$ cat config.mk
export PLATFORM = sky130hd
export DESIGN_NAME = cmd_frame_ctrl
export DESIGN_NICKNAME = d
export VERILOG_FILES = /design/src/rtl/cfc_pkg.sv /design/src/rtl/cfc_rx_parser.sv /design/src/rtl/cfc_ctrl.sv /design/src/rtl/cfc_tx.sv /design/src/rtl/cmd_frame_ctrl.sv
export SDC_FILE = /design/constraint.sdc
export NUM_CORES = 1
export LEC_CHECK = 0
export BUFFER_PORTS_ARGS = -buffer_cell sky130_fd_sc_hd__buf_2
export CORE_ASPECT_RATIO = 2
export CORE_UTILIZATION = 50
export DETAILED_ROUTE_END_ITERATION = 16
export PLACE_DENSITY_LB_ADDON = 0.3
export SYNTH_ARGS = -nofsm -noshare
export SYNTH_HDL_FRONTEND = slang
export SYNTH_SLANG_ARGS = --single-unit
$ cat constraint.sdc
create_clock -name clk -period 7.1 [get_ports clk]
set_clock_uncertainty 0.05 [all_clocks]
set_input_delay 0.355 -clock clk [delete_from_list [all_inputs] [get_ports clk]]
set_output_delay 0.355 -clock clk [all_outputs]
set_load 0.005 [all_outputs]
$ cat src/rtl/cfc_pkg.sv
package cfc_pkg;
  localparam int DATA_BYTES = 4;
  localparam int DATA_W     = 8 * DATA_BYTES;
  localparam int HDR_BYTES  = 4;
  localparam int MIN_FRAME  = HDR_BYTES + 1;
  localparam int REPLY_MAX  = MIN_FRAME + DATA_BYTES;
  localparam int TXPOS_W    = $clog2(REPLY_MAX + 1);
  localparam int NB_W       = $clog2(DATA_BYTES + 1);

  localparam logic [7:0] SOF       = 8'h00;
  localparam logic [7:0] RATE_LO   = 8'h04;
  localparam logic [7:0] RATE_HI   = 8'h09;

  localparam logic [7:0] G_SYS     = 8'h00;
  localparam logic [7:0] G_INFO    = 8'h01;
  localparam logic [7:0] G_DEVSET  = 8'h02;
  localparam logic [7:0] G_PROFGET = 8'h03;
  localparam logic [7:0] G_PROFSET = 8'h04;
  localparam logic [7:0] I_PING    = 8'h01;
  localparam logic [7:0] I_SAMPLE  = 8'h05;
  localparam logic [7:0] I_STREAM  = 8'h0C;
  localparam logic [7:0] I_POWER   = 8'h0D;
  localparam logic [7:0] I_SHUNT   = 8'h0B;
  localparam logic [7:0] I_RATE    = 8'h1E;

  typedef struct packed {
    logic [7:0] len;
    logic [7:0] grp;
    logic [7:0] idx;
    logic [7:0] arg0;
    logic [7:0] arg1;
  } frame_t;

  typedef struct packed {
    logic              raw;
    logic [7:0]        grp;
    logic [7:0]        idx;
    logic [NB_W-1:0]   nbytes;
    logic [DATA_W-1:0] data;
  } txreq_t;
endpackage

$ cat src/rtl/cfc_rx_parser.sv
module cfc_rx_parser
  import cfc_pkg::*;
#(
  parameter int MAX_LEN     = 16,
  parameter int TIMEOUT_CYC = 256
) (
  input  logic       clk,
  input  logic       rst_n,
  input  logic       in_valid,
  input  logic [7:0] in_data,
  output logic       in_ready,
  output logic       frm_valid,
  output frame_t     frm,
  input  logic       frm_ready
);
  localparam int POS_W = $clog2(MAX_LEN);
  localparam int TMO_W = $clog2(TIMEOUT_CYC + 1);

  logic [POS_W-1:0] pos_q, pos_n;
  logic [7:0]       sum_q, sum_n;
  frame_t           fr_q, fr_n;
  logic             hold_q, hold_n;
  logic [TMO_W-1:0] tmo_q, tmo_n;
  logic             take;
  logic [7:0]       weight, wsum;
  logic             at_ck;

  assign in_ready  = !hold_q;
  assign take      = in_valid && !hold_q;
  assign frm_valid = hold_q;
  assign frm       = fr_q;
  assign weight    = 8'(pos_q) + 8'd1;
  assign wsum      = sum_q + in_data * weight;
  assign at_ck     = (8'(pos_q) == fr_q.len - 8'd1);

  always_comb begin
    pos_n  = pos_q;
    sum_n  = sum_q;
    fr_n   = fr_q;
    hold_n = hold_q;
    tmo_n  = tmo_q;
    if (hold_q && frm_ready) hold_n = 1'b0;
    if (take) begin
      tmo_n = '0;
      if (pos_q == '0) begin
        if (in_data == SOF) begin
          pos_n = POS_W'(1);
          sum_n = '0;
          fr_n  = '0;
        end
      end else if (pos_q == POS_W'(1)) begin
        if (in_data >= 8'(MIN_FRAME) && in_data <= 8'(MAX_LEN)) begin
          fr_n.len = in_data;
          sum_n    = wsum;
          pos_n    = POS_W'(2);
        end else begin
          pos_n = '0;
        end
      end else if (at_ck) begin
        pos_n  = '0;
        hold_n = (in_data == sum_q);
      end else begin
        sum_n = wsum;
        pos_n = pos_q + POS_W'(1);
        case (pos_q)
          POS_W'(2): fr_n.grp  = in_data;
          POS_W'(3): fr_n.idx  = in_data;
          POS_W'(4): fr_n.arg0 = in_data;
          POS_W'(5): fr_n.arg1 = in_data;
          default: ;
        endcase
      end
    end else if (pos_q != '0) begin
      if (tmo_q == TMO_W'(TIMEOUT_CYC - 1)) begin
        pos_n = '0;
        tmo_n = '0;
      end else begin
        tmo_n = tmo_q + TMO_W'(1);
      end
    end else begin
      tmo_n = '0;
    end
  end

  always_ff @(posedge clk or negedge rst_n) begin
    if (!rst_n) begin
      pos_q  <= '0;
      sum_q  <= '0;
      fr_q   <= '0;
      hold_q <= 1'b0;
      tmo_q  <= '0;
    end else begin
      pos_q  <= pos_n;
      hold_q <= hold_n;
      tmo_q  <= tmo_n;
      if (take) begin
        sum_q <= sum_n;
        fr_q  <= fr_n;
      end
    end
  end

  assert_frame_on_byte_R1: assert property (@(posedge clk) disable iff (!rst_n)
    $rose(hold_q) |-> $past(take));
  assert_len_range_R1: assert property (@(posedge clk) disable iff (!rst_n)
    hold_q |-> (fr_q.len >= 8'(MIN_FRAME) && fr_q.len <= 8'(MAX_LEN)));
  assert_frame_held_R1: assert property (@(posedge clk) disable iff (!rst_n)
    hold_q && !frm_ready |=> hold_q && $stable(fr_q));
  assert_tmo_bound_R10: assert property (@(posedge clk) disable iff (!rst_n)
    tmo_q < TMO_W'(TIMEOUT_CYC));
endmodule

$ cat src/rtl/cfc_ctrl.sv
module cfc_ctrl
  import cfc_pkg::*;
(
  input  logic              clk,
  input  logic              rst_n,
  input  logic              frm_valid,
  input  frame_t            frm,
  output logic              frm_ready,
  input  logic              smp_valid,
  input  logic [DATA_W-1:0] smp_data,
  output logic [7:0]        rd_addr,
  input  logic [DATA_W-1:0] rd_data,
  output logic              req_valid,
  output txreq_t            req,
  input  logic              req_ready,
  input  logic              tx_done,
  output logic              stream_en,
  output logic              sleep,
  output logic              shunt_on,
  output logic [7:0]        rate_code
);
  logic stream_q, stream_n, sleep_q, sleep_n, shunt_q, shunt_n;
  logic armed_q, armed_n, pend_q, pend_n, psleep_q, psleep_n;
  logic [7:0]        rate_q, rate_n;
  logic [DATA_W-1:0] smp_q;

  logic c_ping, c_smp, c_strm, c_pwr, c_info, c_gshunt, c_grate, c_sshunt, c_srate;
  logic known, is_wake, reply, fire, strm_go;
  logic [NB_W-1:0]   r_nb;
  logic [DATA_W-1:0] r_data;

  function automatic logic hit(input frame_t f, input logic [7:0] g, input logic [7:0] i,
                               input int l);
    return f.grp == g && f.idx == i && f.len == 8'(l);
  endfunction

  always_comb begin
    c_ping   = hit(frm, G_SYS, I_PING, MIN_FRAME);
    c_smp    = hit(frm, G_SYS, I_SAMPLE, MIN_FRAME + 1) && frm.arg0 == 8'h00;
    c_strm   = hit(frm, G_SYS, I_STREAM, MIN_FRAME + 1) && frm.arg0[7:1] == 7'd0;
    c_pwr    = hit(frm, G_SYS, I_POWER, MIN_FRAME + 1) && frm.arg0[7:1] == 7'd0;
    c_info   = frm.grp == G_INFO && frm.len == 8'(MIN_FRAME);
    c_gshunt = hit(frm, G_INFO, I_SHUNT, MIN_FRAME + 1) && frm.arg0 == 8'h00;
    c_grate  = hit(frm, G_PROFGET, I_RATE, MIN_FRAME + 1) && frm.arg0 == 8'h00;
    c_sshunt = hit(frm, G_DEVSET, I_SHUNT, MIN_FRAME + 2) && frm.arg0 == 8'h00
               && frm.arg1[7:1] == 7'd0;
    c_srate  = hit(frm, G_PROFSET, I_RATE, MIN_FRAME + 2) && frm.arg0 == 8'h00
               && frm.arg1 >= RATE_LO && frm.arg1 <= RATE_HI;
    known    = c_ping | c_smp | c_strm | c_pwr | c_info | c_gshunt | c_grate
               | c_sshunt | c_srate;
    is_wake  = c_pwr && !frm.arg0[0];
    r_nb     = '0;
    r_data   = '0;
    if (c_smp) begin
      r_nb = NB_W'(DATA_BYTES); r_data = smp_q;
    end else if (c_info) begin
      r_nb = NB_W'(DATA_BYTES); r_data = rd_data;
    end else if (c_gshunt) begin
      r_nb = NB_W'(1); r_data = DATA_W'(shunt_q);
    end else if (c_grate) begin
      r_nb = NB_W'(1); r_data = DATA_W'(rate_q);
    end
  end

  assign rd_addr   = frm.idx;
  assign frm_ready = req_ready && !pend_q;
  assign fire      = frm_valid && frm_ready;
  assign reply     = sleep_q ? (is_wake && armed_q) : known;
  assign strm_go   = stream_q && !sleep_q && smp_valid && req_ready && !pend_q && !frm_valid;
  assign req_valid = (fire && reply) || strm_go;

  always_comb begin
    req.raw    = !frm_valid;
    req.grp    = frm.grp;
    req.idx    = frm.idx;
    req.nbytes = frm_valid ? r_nb : NB_W'(DATA_BYTES);
    req.data   = frm_valid ? r_data : smp_data;
  end

  always_comb begin
    stream_n = stream_q;
    sleep_n  = sleep_q;
    shunt_n  = shunt_q;
    rate_n   = rate_q;
    armed_n  = armed_q;
    pend_n   = pend_q;
    psleep_n = psleep_q;
    if (fire) begin
      stream_n = 1'b0;
      if (sleep_q) begin
        armed_n = is_wake && !armed_q;
      end else begin
        armed_n = 1'b0;
        if (c_strm && frm.arg0[0]) stream_n = 1'b1;
        if (c_sshunt) shunt_n = frm.arg1[0];
        if (c_srate)  rate_n  = frm.arg1;
      end
      if (reply && c_pwr) begin
        pend_n   = 1'b1;
        psleep_n = frm.arg0[0];
      end
    end
    if (pend_q && tx_done) begin
      pend_n  = 1'b0;
      sleep_n = psleep_q;
    end
  end

  always_ff @(posedge clk or negedge rst_n) begin
    if (!rst_n) begin
      stream_q <= 1'b0;
      sleep_q  <= 1'b1;
      shunt_q  <= 1'b0;
      rate_q   <= RATE_LO;
      armed_q  <= 1'b0;
      pend_q   <= 1'b0;
      psleep_q <= 1'b0;
      smp_q    <= '0;
    end else begin
      stream_q <= stream_n;
      sleep_q  <= sleep_n;
      shunt_q  <= shunt_n;
      rate_q   <= rate_n;
      armed_q  <= armed_n;
      pend_q   <= pend_n;
      psleep_q <= psleep_n;
      if (smp_valid) smp_q <= smp_data;
    end
  end

  assign stream_en = stream_q;
  assign sleep     = sleep_q;
  assign shunt_on  = shunt_q;
  assign rate_code = rate_q;

  assert_sleep_nostream_R6: assert property (@(posedge clk) disable iff (!rst_n)
    sleep_q |-> !stream_q);
  assert_rate_range_R9: assert property (@(posedge clk) disable iff (!rst_n)
    rate_q >= RATE_LO && rate_q <= RATE_HI);
  assert_sleep_commit_R7: assert property (@(posedge clk) disable iff (!rst_n)
    !$stable(sleep_q) |-> $past(tx_done));
  assert_wake_only_R8: assert property (@(posedge clk) disable iff (!rst_n)
    (req_valid && sleep_q) |-> (!req.raw && req.grp == G_SYS && req.idx == I_POWER));
endmodule

$ cat src/rtl/cfc_tx.sv
module cfc_tx
  import cfc_pkg::*;
(
  input  logic       clk,
  input  logic       rst_n,
  input  logic       req_valid,
  input  txreq_t     req,
  output logic       req_ready,
  output logic       out_valid,
  output logic [7:0] out_data,
  input  logic       out_ready,
  output logic       done
);
  logic               busy_q, busy_n, raw_q, raw_n;
  logic [TXPOS_W-1:0] pos_q, pos_n, tot_q, tot_n;
  logic [7:0]         grp_q, grp_n, idx_q, idx_n, acc_q, acc_n;
  logic [DATA_W-1:0]  data_q, data_n;
  logic               last, dphase, xfer;
  logic [7:0]         obyte;

  function automatic logic [DATA_W-1:0] align(input logic [DATA_W-1:0] d,
                                              input logic [NB_W-1:0] nb);
    logic [DATA_W-1:0] r;
    r = d;
    for (int k = 0; k < DATA_BYTES; k++) begin
      if (k >= int'(nb)) r = r << 8;
    end
    return r;
  endfunction

  assign last      = (pos_q == tot_q - TXPOS_W'(1));
  assign dphase    = raw_q || (pos_q >= TXPOS_W'(HDR_BYTES) && !last);
  assign xfer      = busy_q && out_ready;
  assign req_ready = !busy_q;
  assign out_valid = busy_q;
  assign out_data  = obyte;
  assign done      = xfer && last;

  always_comb begin
    if (raw_q) begin
      obyte = data_q[DATA_W-1 -: 8];
    end else begin
      case (pos_q)
        TXPOS_W'(0): obyte = SOF;
        TXPOS_W'(1): obyte = 8'(tot_q);
        TXPOS_W'(2): obyte = grp_q;
        TXPOS_W'(3): obyte = idx_q;
        default:     obyte = last ? acc_q : data_q[DATA_W-1 -: 8];
      endcase
    end
  end

  always_comb begin
    busy_n = busy_q;
    raw_n  = raw_q;
    pos_n  = pos_q;
    tot_n  = tot_q;
    grp_n  = grp_q;
    idx_n  = idx_q;
    acc_n  = acc_q;
    data_n = data_q;
    if (!busy_q) begin
      if (req_valid) begin
        busy_n = 1'b1;
        raw_n  = req.raw;
        pos_n  = '0;
        tot_n  = req.raw ? TXPOS_W'(req.nbytes)
                         : TXPOS_W'(req.nbytes) + TXPOS_W'(MIN_FRAME);
        grp_n  = req.grp;
        idx_n  = req.idx;
        acc_n  = '0;
        data_n = align(req.data, req.nbytes);
      end
    end else if (xfer) begin
      acc_n = acc_q + obyte * (8'(pos_q) + 8'd1);
      pos_n = pos_q + TXPOS_W'(1);
      if (dphase) data_n = data_q << 8;
      if (last) busy_n = 1'b0;
    end
  end

  always_ff @(posedge clk or negedge rst_n) begin
    if (!rst_n) begin
      busy_q <= 1'b0;
      raw_q  <= 1'b0;
      pos_q  <= '0;
      tot_q  <= '0;
      grp_q  <= '0;
      idx_q  <= '0;
      acc_q  <= '0;
      data_q <= '0;
    end else begin
      busy_q <= busy_n;
      pos_q  <= pos_n;
      acc_q  <= acc_n;
      data_q <= data_n;
      if (!busy_q) begin
        raw_q <= raw_n;
        tot_q <= tot_n;
        grp_q <= grp_n;
        idx_q <= idx_n;
      end
    end
  end

  assert_out_hold_R12: assert property (@(posedge clk) disable iff (!rst_n)
    out_valid && !out_ready |=> out_valid && $stable(out_data));
  assert_reply_len_R5: assert property (@(posedge clk) disable iff (!rst_n)
    (out_valid && !raw_q && pos_q == TXPOS_W'(1)) |->
      (out_data == 8'(MIN_FRAME) || out_data == 8'(MIN_FRAME + 1)
       || out_data == 8'(REPLY_MAX)));
  assert_sof_first_R4: assert property (@(posedge clk) disable iff (!rst_n)
    (out_valid && !raw_q && pos_q == '0) |-> out_data == SOF);
endmodule

$ cat src/rtl/cmd_frame_ctrl.sv
module cmd_frame_ctrl
  import cfc_pkg::*;
#(
  parameter int MAX_LEN     = 16,
  parameter int TIMEOUT_CYC = 256
) (
  input  logic              clk,
  input  logic              rst_n,
  input  logic              in_valid,
  input  logic [7:0]        in_data,
  output logic              in_ready,
  output logic              out_valid,
  output logic [7:0]        out_data,
  input  logic              out_ready,
  output logic [7:0]        rd_addr,
  input  logic [DATA_W-1:0] rd_data,
  input  logic              smp_valid,
  input  logic [DATA_W-1:0] smp_data,
  output logic              stream_en,
  output logic              sleep,
  output logic              shunt_on,
  output logic [7:0]        rate_code
);
  logic   frm_valid, frm_ready, req_valid, req_ready, tx_done;
  frame_t frm;
  txreq_t req;

  cfc_rx_parser #(.MAX_LEN(MAX_LEN), .TIMEOUT_CYC(TIMEOUT_CYC)) u_rx (
    .clk(clk), .rst_n(rst_n), .in_valid(in_valid), .in_data(in_data),
    .in_ready(in_ready), .frm_valid(frm_valid), .frm(frm), .frm_ready(frm_ready)
  );

  cfc_ctrl u_ctrl (
    .clk(clk), .rst_n(rst_n), .frm_valid(frm_valid), .frm(frm), .frm_ready(frm_ready),
    .smp_valid(smp_valid), .smp_data(smp_data), .rd_addr(rd_addr), .rd_data(rd_data),
    .req_valid(req_valid), .req(req), .req_ready(req_ready), .tx_done(tx_done),
    .stream_en(stream_en), .sleep(sleep), .shunt_on(shunt_on), .rate_code(rate_code)
  );

  cfc_tx u_tx (
    .clk(clk), .rst_n(rst_n), .req_valid(req_valid), .req(req), .req_ready(req_ready),
    .out_valid(out_valid), .out_data(out_data), .out_ready(out_ready), .done(tx_done)
  );
endmodule

==> summary.txt, run 1 <==
Yosys
  • Number of distinct library cells after synthesis: 73
  • Avg Synthesized Cell Area: just under 10 um2
  • Cell count after synthesis: ~1,100
  • Number of warnings reported in the yosys synthesis log: 0
  • Post-synth EDFFs: 0
  • Sequential cell area fraction in the yosys report: 0.393
  • Share of flip-flops with an asynchronous set or reset: 1.00
  • Cell area after technology mapping: 0.0111 mm2
  • Top_reg_cell synth: sky130_fd_sc_hd__dfrtp_1
  • Flop and latch count out of synthesis: 174
  • Synthesized net count: approximately 1,300

Setup path
  • Crit path largest cell delay: 0.60 ns
  • CP max FO: 10
  • Worst path top cell family by delay: adder cells
  • CP endpoint kind: flip-flop
  • Slack of the worst reg-to-reg path: between 0.9 and 1 ns
  • Count of cells along the worst register-to-register path: 20
  • Element type at the critical path start: flip-flop
  • Required @ worst endpoint: ~7.4 ns
  • Bufs and invs on worst path: 3
  • Worst EP arrival: 6.43 ns
  • Kind of critical path: flip-flop to flip-flop
  • Reg-to-Reg Start: u_tx.pos_q[0]
  • Cell chain of the critical path: inv_1 > ha_1 > nor4_1 > nor3_1 > buf_4 > a221oi_1 > nor2_1 > o22ai_1 > or2_2 > fa_1 > fa_1 > fa_1 > inv_1 > ha_1 > a21oi_1 > o21ai_0 > xnor2_1 > xnor2_1 > xnor3_1 > o22ai_1
  • Capturing point of the worst reg2reg path: u_tx.acc_q[7]
  • Highest-delay cell along the critical path: sky130_fd_sc_hd__dfrtp_1
  • CP most frequent cell: sky130_fd_sc_hd__fa_1

Clock tree
  • Hold_buf cts: 0
  • Root buffer cell: sky130_fd_sc_hd__clkbuf_16
  • CTS HTree Levels: 4
  • Inserted Clock Buffers: 17
  • CTS tree: done
  • Maximum root-to-sink buffer count: 2
  • Number of setup buffers added after CTS: 0
  • Number of clock sinks seen by CTS: approximately 170
  • Clock Latency Late Sink: 0.45 ns
  • Clock transition at the register clock pins on the worst setup and hold paths after CTS: 0.07 ns
  • Number of instances resized during post-cts repair: 0

Final layout
  • Commonest non-fill, non-tap cell in the layout: sky130_fd_sc_hd__dfrtp_1
  • Final net count: 1,333
  • Final std cells w/o fill: about 1,500
  • Fraction of layout instances using a drive strength above 1: 0.219
  • Synth-to-Final Area Change: 11.4%
  • # fillers: 1,903
  • Most used cells in the layout excluding fill and tap cells: 171 x sky130_fd_sc_hd__dfrtp_1, 104 x sky130_fd_sc_hd__buf_2, 95 x sky130_fd_sc_hd__nand2_1

Status
  • Failing checks: hold timing
  • Status: complete, but fails checks

Placed design
  • IO buf count: around 110
  • Pre-CTS setup slack: 1.02 ns
  • Detail Placement HPWL: 22,900 um
  • Placed instance count: 1,440
  • Gpl congestion: approximately 0.90

Floorplanning
  • Total core area: 0.0217 mm2
  • Die outline area: roughly 0.023 mm2
  • IO Pins: 106
  • Die X-Extent: 107 um
  • Cell Rows: 76
  • Starting density of the core: 0.511
  • Overall die height: 213 um

Power
  • Highest ir drop seen on vdd: 337 uV
  • Standby leakage power: about 5.8 nW
  • Total power density per cell area: 387 mW/mm2
  • Share of total power in sequential cells: 0.302
  • Net switching fraction of the power: 0.433
  • Clock network power share: 0.201
  • Net switching power: between 2 and 2.5 mW
  • Cell internal pwr: approximately 2.7 mW
  • Logic pwr share: 0.497

Global route
  • Met3 track utilization from global routing: 0.0487
  • Largest net degree at the start of global routing: roughly 110
  • Wire length of the first global-routing pass: 47,100 um
  • Total Routing Usage GR: 0.275
  • Final global-route overflow total: 0
  • Antenna violations before repair: 1
  • GR Layer Usage met2: 0.517
  • GR met1 Demand/Resource: 0.277
  • Number of global-route vias before repair: ~9,000
  • Busiest grt layer: met2

STA
  • Worst Slack Setup Final: 0.968 ns
  • Max Transition Viols Final: 0
  • Final-report setup violation count: 0
  • Achievable Freq: 0.163 GHz
  • Setup TNS: 0 ns
  • Final cycle utilization of the critical path: 0.864
  • RSZ-0062 raised after global routing: no
  • Worst Hold Margin: -0.0621 ns
  • Final worst path period need: 6.13 ns
  • Worst-case headroom to the max-slew limit: 0.264
  • Transition time of the tightest slew-check pin: 1.10 ns
  • Hold violation count in the final report: 28

Routing
  • Remaining routing DRC violations: 0
  • Post-route antenna net violation count: 0
  • Total via count after detailed routing: 8,671
  • Aggregate routed wire length: 29,800 um
  • 1st-pass router iterations: 4
  • Number of DRC violations after detailed-routing iteration 0: 436
  • Routed WL per cell: 20.2 um
  • Vias per inst: 5.88

Job
  • Count of max-cap constraint violations: 0

Min path
  • Worst min-delay path category: input pin to asynchronous set/reset pin
-- worst max path at each step --
stage | from | to | slack, ns | cells past startpoint
final | u_tx.pos_q[0] | u_tx.acc_q[7] | 0.97 | 20
after global placement | u_tx.pos_q[0] | u_tx.acc_q[7] | 1.19 | 20
after detailed placement | u_tx.pos_q[0] | u_tx.acc_q[7] | 1.02 | 20
after global routing | u_tx.pos_q[0] | u_tx.acc_q[7] | 0.47 | 20
after floorplan | u_tx.pos_q[0] | u_tx.acc_q[7] | 1.58 | 22
after CTS | u_tx.pos_q[0] | u_tx.acc_q[7] | 1.02 | 20
-- layout make-up --
class / count / area (um2) / area share
Antenna cell: 2 / 5.00 / 0.000405
Clock buffer: 17 / 425 / 0.0344
Clock inverter: 15 / 178 / 0.0144
Inverter: 88 / 330 / 0.0267
Multi-Input combinational cell: 793 / 6130 / 0.496
Sequential cell: 174 / 4360 / 0.353
Tap cell: 273 / 342 / 0.0276
Timing Repair Buffer: 112 / 584 / 0.0473
-- metrics by stage --
| step | power [mW] | hold slack [ns] | util | area (um2) |
|---|---|---|---|---|
| after detailed placement | 3.84 | 0.432 | 0.542 | 11700 |
| after floorplan | 3.18 | 0.00941 | - | 11100 |
| final | 4.78 | -0.0621 | 0.570 | 12400 |
| after CTS | 4.80 | 0.00329 | 0.570 | 12300 |
| after global placement | 3.76 | 0.422 | 0.542 | 11700 |
| after global routing | 5.13 | 0.0360 | 0.570 | 12400 |
-- flip-flops by register name (all words and copies together), names as in the netlist, 4 cells and up --
register,flops
u_rx.frm,40
u_ctrl.smp_q,32
u_tx.data_q,32
u_rx.tmo_q,9
u_ctrl.rate_code,8
u_rx.sum_q,8
u_tx.acc_q,8
u_tx.grp_q,8
u_tx.idx_q,8
u_rx.pos_q,4
u_tx.pos_q,4
u_tx.tot_q,4
-- logic make-up after synthesis --
group	after synthesis	share of synthesized area
AND/OR/NAND/NOR	347	0.154
flip-flops	174	0.393
adder cells (fa/ha/maj)	70	0.102
XOR/XNOR	54	0.0451
multiplexers	123	0.126
AO/OA/AOI/OAI	199	0.124
buffers and inverters	149	0.0559
-- power by group through the flow --
stage,clock network [mW],registers (mW),logic [mW]
floorplan,0,1.33,1.85
global placement,0,1.45,2.31
detailed placement,0,1.46,2.38
global route,1.01,1.47,2.66
finish,0.959,1.44,2.38
CTS,0.968,1.44,2.39
-- routing by layer --
layer | share of wire | routed length [um]
met5 | 0 | 0
met4 | 0.054 | 1600
met3 | 0.038 | 1140
met2 | 0.56 | 16700
met1 | 0.35 | 10400
-- synth_stat cells (all sizes together), types with 34 or more instances --
library cell / count / area share
xnor2: 34 / 0.027
ha: 36 / 0.041
fa: 34 / 0.061
clkbuf: 44 / 0.015
nor3: 35 / 0.016
nand2: 96 / 0.033
dfrtp: 172 / 0.39
a21oi: 43 / 0.019
o21ai: 41 / 0.019
mux2: 104 / 0.11
nor2: 89 / 0.030
inv: 88 / 0.030
-- worst register-to-register path: stages (launching register included) --
cell                       delay (ns)
sky130_fd_sc_hd__dfrtp_1         0.60
sky130_fd_sc_hd__inv_1           0.25
sky130_fd_sc_hd__ha_1            0.37
sky130_fd_sc_hd__nor4_1          0.31
sky130_fd_sc_hd__nor3_1          0.08
sky130_fd_sc_hd__buf_4           0.18
sky130_fd_sc_hd__a221oi_1        0.41
sky130_fd_sc_hd__nor2_1          0.17
sky130_fd_sc_hd__o22ai_1         0.37
sky130_fd_sc_hd__or2_2           0.21
sky130_fd_sc_hd__fa_1            0.42
sky130_fd_sc_hd__fa_1            0.53
sky130_fd_sc_hd__fa_1            0.55
sky130_fd_sc_hd__inv_1           0.04
sky130_fd_sc_hd__ha_1            0.32
sky130_fd_sc_hd__a21oi_1         0.27
sky130_fd_sc_hd__o21ai_0         0.17
sky130_fd_sc_hd__xnor2_1         0.21
sky130_fd_sc_hd__xnor2_1         0.15
sky130_fd_sc_hd__xnor3_1         0.24
sky130_fd_sc_hd__o22ai_1         0.15
Note: power is estimated with default switching activity, not from simulation.
==> run 2: changes to the inputs <==
Settings changed: ABC_AREA set to 1.
==> summary.txt, run 2 <==
Status
  • Status: complete, but fails checks (unchanged)
  • Failing checks: hold timing (unchanged)

Clock tree
  • Hold_buf cts: 0 (unchanged)
  • CTS tree: done (unchanged)
  • Clock transition at the register clock pins on the worst setup and hold paths after CTS: 0.07 ns (about the same)
  • Number of clock sinks seen by CTS: 174 (unchanged)
  • Number of setup buffers added after CTS: 0 (unchanged)
  • Maximum root-to-sink buffer count: 2 (unchanged)
  • CTS HTree Levels: 4 (unchanged)
  • Inserted Clock Buffers: 17 (unchanged)
  • Root buffer cell: sky130_fd_sc_hd__clkbuf_16 (unchanged)
  • Clock Latency Late Sink: 0.45 ns (about the same)
  • Number of instances resized during post-cts repair: 0 (unchanged)

Yosys
  • Top_reg_cell synth: sky130_fd_sc_hd__dfrtp_1 (unchanged)
  • Post-synth EDFFs: 0 (unchanged)
  • Area fraction of the dominant cell type after synthesis: 0.375 (was 0.388)
  • Simple-gate share of the synthesized area: 0.263 (was 0.154)
  • Number of distinct library cells after synthesis: 52 (was 73)
  • Avg Synthesized Cell Area: 7.47 um2 (was 9.94 um2)
  • Adder-Cell Fraction of Synth Area: 0.0986 (was 0.102)
  • Portion of netlist area occupied by mux cells: 0.0106 (was 0.126)
  • Combinational family with the most area after synthesis: simple AND/OR/NAND/NOR gates (unchanged)
  • Leading cell type by number of instances after synthesis: sky130_fd_sc_hd__nand2_1 (was sky130_fd_sc_hd__dfrtp_1)
  • Cells taking the most area after synthesis: sky130_fd_sc_hd__dfrtp_1 38%, sky130_fd_sc_hd__nand2_1 15%, sky130_fd_sc_hd__inv_1 7.5% (was sky130_fd_sc_hd__dfrtp_1 39%, sky130_fd_sc_hd__mux2_2 9.4%, sky130_fd_sc_hd__fa_1 6.1%)
  • Sequential cell area fraction in the yosys report: 0.380 (was 0.393)
  • Cell area after technology mapping: 0.0115 mm2 (was 0.0111 mm2)
  • Post-synthesis compound-gate area fraction: 0.127 (was 0.124)
  • Flop and latch count out of synthesis: 174 (unchanged)
  • Synthesized net count: 1,682 (was 1,263)
  • Share of flip-flops with an asynchronous set or reset: 1.00 (unchanged)
  • Synth top cells by count: 449 x sky130_fd_sc_hd__nand2_1, 228 x sky130_fd_sc_hd__inv_1, 172 x sky130_fd_sc_hd__dfrtp_1, 118 x sky130_fd_sc_hd__nor2_1, 112 x sky130_fd_sc_hd__o21ai_0 (was 172 x sky130_fd_sc_hd__dfrtp_1, 95 x sky130_fd_sc_hd__nand2_1, 93 x sky130_fd_sc_hd__mux2_2, 89 x sky130_fd_sc_hd__nor2_1, 88 x sky130_fd_sc_hd__inv_1)
  • Cell count after synthesis: 1,535 (was 1,116)
  • Xor/xnor share of the synthesized area: 0.0176 (was 0.0451)
  • Number of warnings reported in the yosys synthesis log: 0 (unchanged)
  • Top cell type by total area after synthesis: sky130_fd_sc_hd__dfrtp_1 (unchanged)

STA
  • Max Transition Viols Final: 0 (unchanged)
  • Worst-case headroom to the max-slew limit: 0.201 (was 0.264)
  • Worst Hold Margin: -0.0625 ns (was -0.0621 ns)
  • Achievable Freq: 0.174 GHz (was 0.163 GHz)
  • Final cycle utilization of the critical path: 0.808 (was 0.864)
  • RSZ-0062 raised after global routing: no (unchanged)
  • Final worst path period need: 5.74 ns (was 6.13 ns)
  • Final-report setup violation count: 0 (unchanged)
  • Transition time of the tightest slew-check pin: 1.20 ns (was 1.10 ns)
  • Hold violation count in the final report: 16 (was 28)
  • Setup TNS: 0 ns (unchanged)

Final layout
  • Final std cells w/o fill: 1,904 (was 1,474)
  • Final net count: 1,758 (was 1,333)
  • Fraction of layout instances using a drive strength above 1: 0.118 (was 0.219)
  • Utilization after layout: 0.562 (was 0.570)
  • Largest registers: u_rx.frm x40, u_ctrl.smp_q x32, u_tx.data_q x32 (unchanged)
  • Register name with the most flops: u_rx.frm (unchanged)
  • Final Instance Area: 0.0127 mm2 (was 0.0124 mm2)
  • Flip-flop count of the largest register after layout: 40 (unchanged)
  • Commonest non-fill, non-tap cell in the layout: sky130_fd_sc_hd__nand2_1 (was sky130_fd_sc_hd__dfrtp_1)
  • Synth-to-Final Area Change: 10.5% (was 11.4%)
  • Most used cells in the layout excluding fill and tap cells: 449 x sky130_fd_sc_hd__nand2_1, 228 x sky130_fd_sc_hd__inv_1, 172 x sky130_fd_sc_hd__dfrtp_1 (was 171 x sky130_fd_sc_hd__dfrtp_1, 104 x sky130_fd_sc_hd__buf_2, 95 x sky130_fd_sc_hd__nand2_1)
  • ANT cells: 0 (was 2)
  • # fillers: 2,190 (was 1,903)

Setup path
  • Crit path largest cell delay: 0.60 ns (about the same)
  • Kind of critical path: flip-flop to flip-flop (unchanged)
  • Element type at the critical path start: flip-flop (unchanged)
  • Highest-delay cell along the critical path: sky130_fd_sc_hd__dfrtp_1 (unchanged)
  • Worst EP arrival: 6.03 ns (was 6.43 ns)
  • CP endpoint kind: flip-flop (unchanged)
  • CP max FO: 11 (was 10)
  • CP most frequent cell: sky130_fd_sc_hd__nand2_1 (was sky130_fd_sc_hd__fa_1)
  • Required @ worst endpoint: 7.39 ns (was 7.40 ns)

Min path
  • Worst min-delay path category: input pin to asynchronous set/reset pin (unchanged)

Routing
  • Number of DRC violations after detailed-routing iteration 0: 533 (was 436)
  • Aggregate routed wire length: 32,600 um (was 29,800 um)
  • Post-route antenna net violation count: 0 (unchanged)
  • Remaining routing DRC violations: 0 (unchanged)
  • Total via count after detailed routing: 10,300 (was 8,671)
  • Routed WL per cell: 17.1 um (was 20.2 um)
  • 1st-pass router iterations: 5 (was 4)
  • Vias per inst: 5.40 (was 5.88)

Job
  • Count of max-cap constraint violations: 0 (unchanged)

Placed design
  • Gpl congestion: 0.985 (was 0.897)
  • Placed cell areas: 0.0121 mm2 (was 0.0117 mm2)
  • Detail Placement HPWL: 25,100 um (was 22,900 um)
  • Placed instance count: 1,872 (was 1,440)
  • IO buf count: 105 (unchanged)

Floorplanning
  • IO Pins: 106 (unchanged)
  • Die outline area: 0.0236 mm2 (was 0.0228 mm2)
  • Die X-Extent: 109 um (was 107 um)
  • Starting density of the core: 0.509 (was 0.511)
  • Total core area: 0.0225 mm2 (was 0.0217 mm2)
  • Overall die height: 216 um (was 213 um)
  • Cell Rows: 78 (was 76)

Power
  • Standby leakage power: 6.56 nW (was 5.76 nW)
  • Total power density per cell area: 478 mW/mm2 (was 387 mW/mm2)
  • Highest ir drop seen on vdd: 578 uV (was 337 uV)

Global route
  • Largest net degree at the start of global routing: 103 (was 105)
  • Wire length of the first global-routing pass: 52,100 um (was 47,100 um)
  • Final global-route overflow total: 0 (unchanged)
  • Total Routing Usage GR: 0.295 (was 0.275)
  • Number of global-route vias before repair: 10,300 (was 9,044)
  • Antenna violations before repair: 1 (unchanged)
run 2: cell types whose count changed after synthesis, sizes merged, moves of 15 or more:
cell,before,now
a221oi,18,0
a32o,15,0
and2,27,0
clkbuf,44,24
inv,88,238
mux2,104,1
nand2,96,456
nand3,30,70
nor2,89,126
o21ai,41,149
xnor2,34,8
run 2: path summary, 6_finish.rpt:
path	startpoint	endpoint	slack (ns)	cells past startpoint
max in group asynchronous	rst_n	u_rx.frm[14]	5.45	2
min	rst_n	u_ctrl.smp_q[23]	-0.06	1
max	u_tx.pos_q[0]	u_tx.acc_q[7]	1.36	30
max reg2reg	u_tx.pos_q[0]	u_tx.acc_q[7]	1.36	30
min reg2reg	u_rx.tmo_q[0]	u_rx.tmo_q[0]	0.41	1
min in group clk	smp_data[25]	u_ctrl.smp_q[25]	0.07	3
run 2: report_power, final:
| group | switching [mW] | internal, mW | leakage (nW) | total [mW] |
|---|---|---|---|---|
| registers | 0.252 | 1.24 | 2.23 | 1.49 |
| clock network | 0.409 | 0.525 | 0.281 | 0.934 |
| logic | 2.32 | 1.31 | 4.05 | 3.63 |
run 2: metal layers:
metal	global-route usage	vias up	share of wire
met2	0.544	251	0.56
met5	0	-	0.00040
met3	0.0502	112	0.032
met1	0.289	4879	0.34
li1	-	5031	-
met4	0.204	2	0.067
run 2: logic make-up (layout without fill, tap and decap cells):
family                   after synthesis  in the layout
multiplexers                          12             12
adder cells (fa/ha/maj)               70             70
AND/OR/NAND/NOR                      709            709
flip-flops                           174            174
AO/OA/AOI/OAI                        253            253
buffers and inverters                294            383
XOR/XNOR                              23             23
run 2: stage by stage:
stage	setup slack (ns)	power, mW
floorplan	1.95	4.17
global placement	1.50	5.05
detailed placement	1.38	5.17
CTS	1.35	6.11
global route	0.755	6.69
finish	1.36	6.06
run 2: critical path, delay by kind of cell (launching register included):
kind	cells	cell delay, ns
AOI/OAI and AO/OA	3	0.57
and+or+nand+nor	18	1.75
DFF	1	0.60
buffers and inverters	4	0.50
adders and majority gates	5	2.15
run 2: cell type report:
cell class              count  area, um2  area share
repair buffers            110        569      0.0449
flip-flops and latches    174       4360       0.344
multi-input cells        1067       5920       0.467
inverters                 241        905      0.0714
well taps                 280        350      0.0277
clock inverters            11        115     0.00909
clock buffers              21        450      0.0356
==> run 3: changes to the inputs <==
Settings changed: ABC_AREA 1 to 0.
Clock period 7.1 ns to 5.2 ns, I/O delays scaled along.
==> summary.txt, run 3 (synthesized netlist as in run 1, its figures left out) <==
Power
  • Standby leakage power: 6.06 nW (was 6.56 nW)
  • Net switching fraction of the power: 0.418 (was 0.491)
  • Logic pwr share: 0.540 (was 0.599)
  • Total power density per cell area: 561 mW/mm2 (was 478 mW/mm2)
  • Cell internal pwr: 4.25 mW (was 3.08 mW)
  • Share of total power in sequential cells: 0.264 (was 0.246)
  • Clock network power share: 0.196 (was 0.154)
  • Highest ir drop seen on vdd: 546 uV (was 578 uV)
  • Net switching power: 3.05 mW (was 2.98 mW)

Global route
  • Number of global-route vias before repair: 9,094 (was 10,300)
  • Wire length of the first global-routing pass: 47,200 um (was 52,100 um)
  • Largest net degree at the start of global routing: 154 (was 103)
  • Final global-route overflow total: 0 (unchanged)
  • Total Routing Usage GR: 0.273 (was 0.295)
  • Antenna violations before repair: 1 (unchanged)

Placed design
  • Gpl congestion: 0.919 (was 0.985)
  • Placed instance count: 1,475 (was 1,872)
  • IO buf count: 105 (unchanged)
  • Detail Placement HPWL: 22,700 um (was 25,100 um)

Final layout
  • Utilization after layout: 0.600 (was 0.562)
  • Largest registers: u_rx.frm x40, u_ctrl.smp_q x32, u_tx.data_q x32 (unchanged)
  • Most used cells in the layout excluding fill and tap cells: 170 x sky130_fd_sc_hd__dfrtp_1, 104 x sky130_fd_sc_hd__buf_2, 93 x sky130_fd_sc_hd__mux2_2 (was 449 x sky130_fd_sc_hd__nand2_1, 228 x sky130_fd_sc_hd__inv_1, 172 x sky130_fd_sc_hd__dfrtp_1)
  • Flip-flop count of the largest register after layout: 40 (unchanged)
  • Final std cells w/o fill: 1,520 (was 1,904)
  • Synth-to-Final Area Change: 17.4% (was 10.5%)
  • Fraction of layout instances using a drive strength above 1: 0.272 (was 0.118)
  • Register name with the most flops: u_rx.frm (unchanged)
  • Commonest non-fill, non-tap cell in the layout: sky130_fd_sc_hd__dfrtp_1 (was sky130_fd_sc_hd__nand2_1)
  • Final net count: 1,380 (was 1,758)

Routing
  • Routed WL per cell: 19.7 um (was 17.1 um)
  • Aggregate routed wire length: 30,000 um (was 32,600 um)
  • Post-route antenna net violation count: 0 (unchanged)
  • Total via count after detailed routing: 8,899 (was 10,300)
  • 1st-pass router iterations: 5 (unchanged)
  • Number of DRC violations after detailed-routing iteration 0: 523 (was 533)
  • Vias per inst: 5.85 (was 5.40)
  • Remaining routing DRC violations: 0 (unchanged)

STA
  • Worst-case headroom to the max-slew limit: 0.234 (was 0.201)
  • RSZ-0062 raised after global routing: yes (was no)
  • Worst Hold Margin: 0.0138 ns (was -0.0625 ns)
  • Final-report setup violation count: 0 (unchanged)
  • Achievable Freq: 0.198 GHz (was 0.174 GHz)
  • Hold violation count in the final report: 0 (was 16)
  • Final worst path period need: 5.05 ns (was 5.74 ns)
  • Final cycle utilization of the critical path: 0.970 (was 0.808)
  • Transition time of the tightest slew-check pin: 1.15 ns (was 1.20 ns)
  • Max Transition Viols Final: 0 (unchanged)

Status
  • Status: complete, no violations (was complete, but fails checks)

Setup path
  • Required @ worst endpoint: 5.50 ns (was 7.39 ns)
  • CP endpoint kind: flip-flop (unchanged)
  • Crit path largest cell delay: 0.52 ns (was 0.60 ns)
  • Bufs and invs on worst path: 4 (unchanged)
  • Worst EP arrival: 5.35 ns (was 6.03 ns)
  • Highest-delay cell along the critical path: sky130_fd_sc_hd__fa_1 (was sky130_fd_sc_hd__dfrtp_1)
  • CP most frequent cell: sky130_fd_sc_hd__inv_2 (was sky130_fd_sc_hd__nand2_1)
  • Kind of critical path: flip-flop to flip-flop (unchanged)
  • CP max FO: 5 (was 11)
  • Worst path top cell family by delay: adder cells (unchanged)
  • Cell chain of the critical path: inv_2 > ha_4 > xnor2_4 > nor4_4 > buf_4 > a221oi_4 > or2_4 > a221o_1 > and2_4 > fa_2 > fa_1 > inv_2 > fa_1 > inv_2 > ha_4 > nand2_2 > o21ai_2 > xnor2_1 > xnor2_1 > xnor3_1 > o22ai_1
  • Element type at the critical path start: flip-flop (unchanged)

Job
  • Count of max-cap constraint violations: 0 (unchanged)

Clock tree
  • Root buffer cell: sky130_fd_sc_hd__clkbuf_16 (unchanged)
  • CTS tree: done (unchanged)
  • Clock Latency Late Sink: 0.44 ns (was 0.45 ns)
  • CTS HTree Levels: 4 (unchanged)
  • Inserted Clock Buffers: 17 (unchanged)
  • Maximum root-to-sink buffer count: 2 (unchanged)
  • Number of clock sinks seen by CTS: 174 (unchanged)
  • Clock transition at the register clock pins on the worst setup and hold paths after CTS: 0.07 ns (about the same)

Floorplanning
  • Cell Rows: 76 (was 78)
  • Starting density of the core: 0.511 (was 0.509)
  • Die X-Extent: 107 um (was 109 um)
  • Overall die height: 213 um (was 216 um)
  • Die outline area: 0.0228 mm2 (was 0.0236 mm2)
  • Total core area: 0.0217 mm2 (was 0.0225 mm2)
  • IO Pins: 106 (unchanged)

Min path
  • Worst min-delay path category: input pin to flip-flop (was input pin to asynchronous set/reset pin)
run 3: cell count changes in the layout (fill, tap and decap cells not counted), moves of 36 or more:
cell / delta
sky130_fd_sc_hd__nand2_1: -357
sky130_fd_sc_hd__inv_1: -146
sky130_fd_sc_hd__mux2_2: +92
sky130_fd_sc_hd__o21ai_0: -75
sky130_fd_sc_hd__buf_4: +43
sky130_fd_sc_hd__nand3_1: -36
run 3: power by group through the flow:
stage               clock (mW)  combinational, mW  sequential (mW)
detailed placement           0               3.59             1.95
finish                    1.43               3.94             1.93
global route              1.50               4.36             1.96
global placement             0               3.49             1.94
floorplan                    0               2.54             1.82
CTS                       1.45               3.63             1.92
run 3: area by class of cell:
class,count,area (um2)
Antenna cell,1,2.50
Clock buffer,18,439
Clock inverter,14,220
Fill cell,1858,8670
Inverter,88,330
Multi-Input combinational cell,793,6350
Sequential cell,174,4360
Tap cell,273,342
Timing Repair Buffer,159,972
run 3: final timing paths:
kind                               start               end  slack, ns  cells past startpoint
hold reg to reg            u_rx.tmo_q[0]     u_rx.tmo_q[0]       0.43                      1
hold / removal              smp_data[25]  u_ctrl.smp_q[25]       0.01                      2
min in group asynchronous          rst_n     u_tx.idx_q[6]       0.18                      2
setup / recovery           u_tx.tot_q[1]     u_tx.acc_q[7]       0.15                     21
max in group asynchronous          rst_n  u_ctrl.smp_q[23]       3.80                      3
setup reg to reg           u_tx.tot_q[1]     u_tx.acc_q[7]       0.15                     21
run 3: what timing repair did:
| item | CTS | global route |
|---|---|---|
| cloned | 0 | 0 |
| setup endpoints to repair | 1 | 3 |
| setup buffers | 2 | 6 |
| endpoints found under the hold margin | 24 | 0 |
| gates resized for setup | 6 | 33 |
| hold buffers | 4 | 0 |
| pin swaps | 6 | 27 |
run 3: per-stage QoR:
stage          TNS [ns]  cell area (um2)  total power, mW  worst slack [ns]
2_1_floorplan         0            11100             4.36            0.0279
4_1_cts               0            12800             7.00           0.00106
6_report              0            13000             7.30             0.154
3_3_place_gp          0            12100             5.42            0.0138
3_5_place_dp     -0.120            12100             5.53            -0.120
5_1_grt          -0.117            13000             7.82            -0.117
run 3: routing by layer:
layer / GRT usage / vias up / wire [um]
li1: - / 4140 / -
met1: 0.281 / 4414 / 10600
met2: 0.505 / 250 / 16400
met3: 0.0524 / 95 / 1260
met4: 0.157 / 0 / 1740
met5: 0 / - / 0
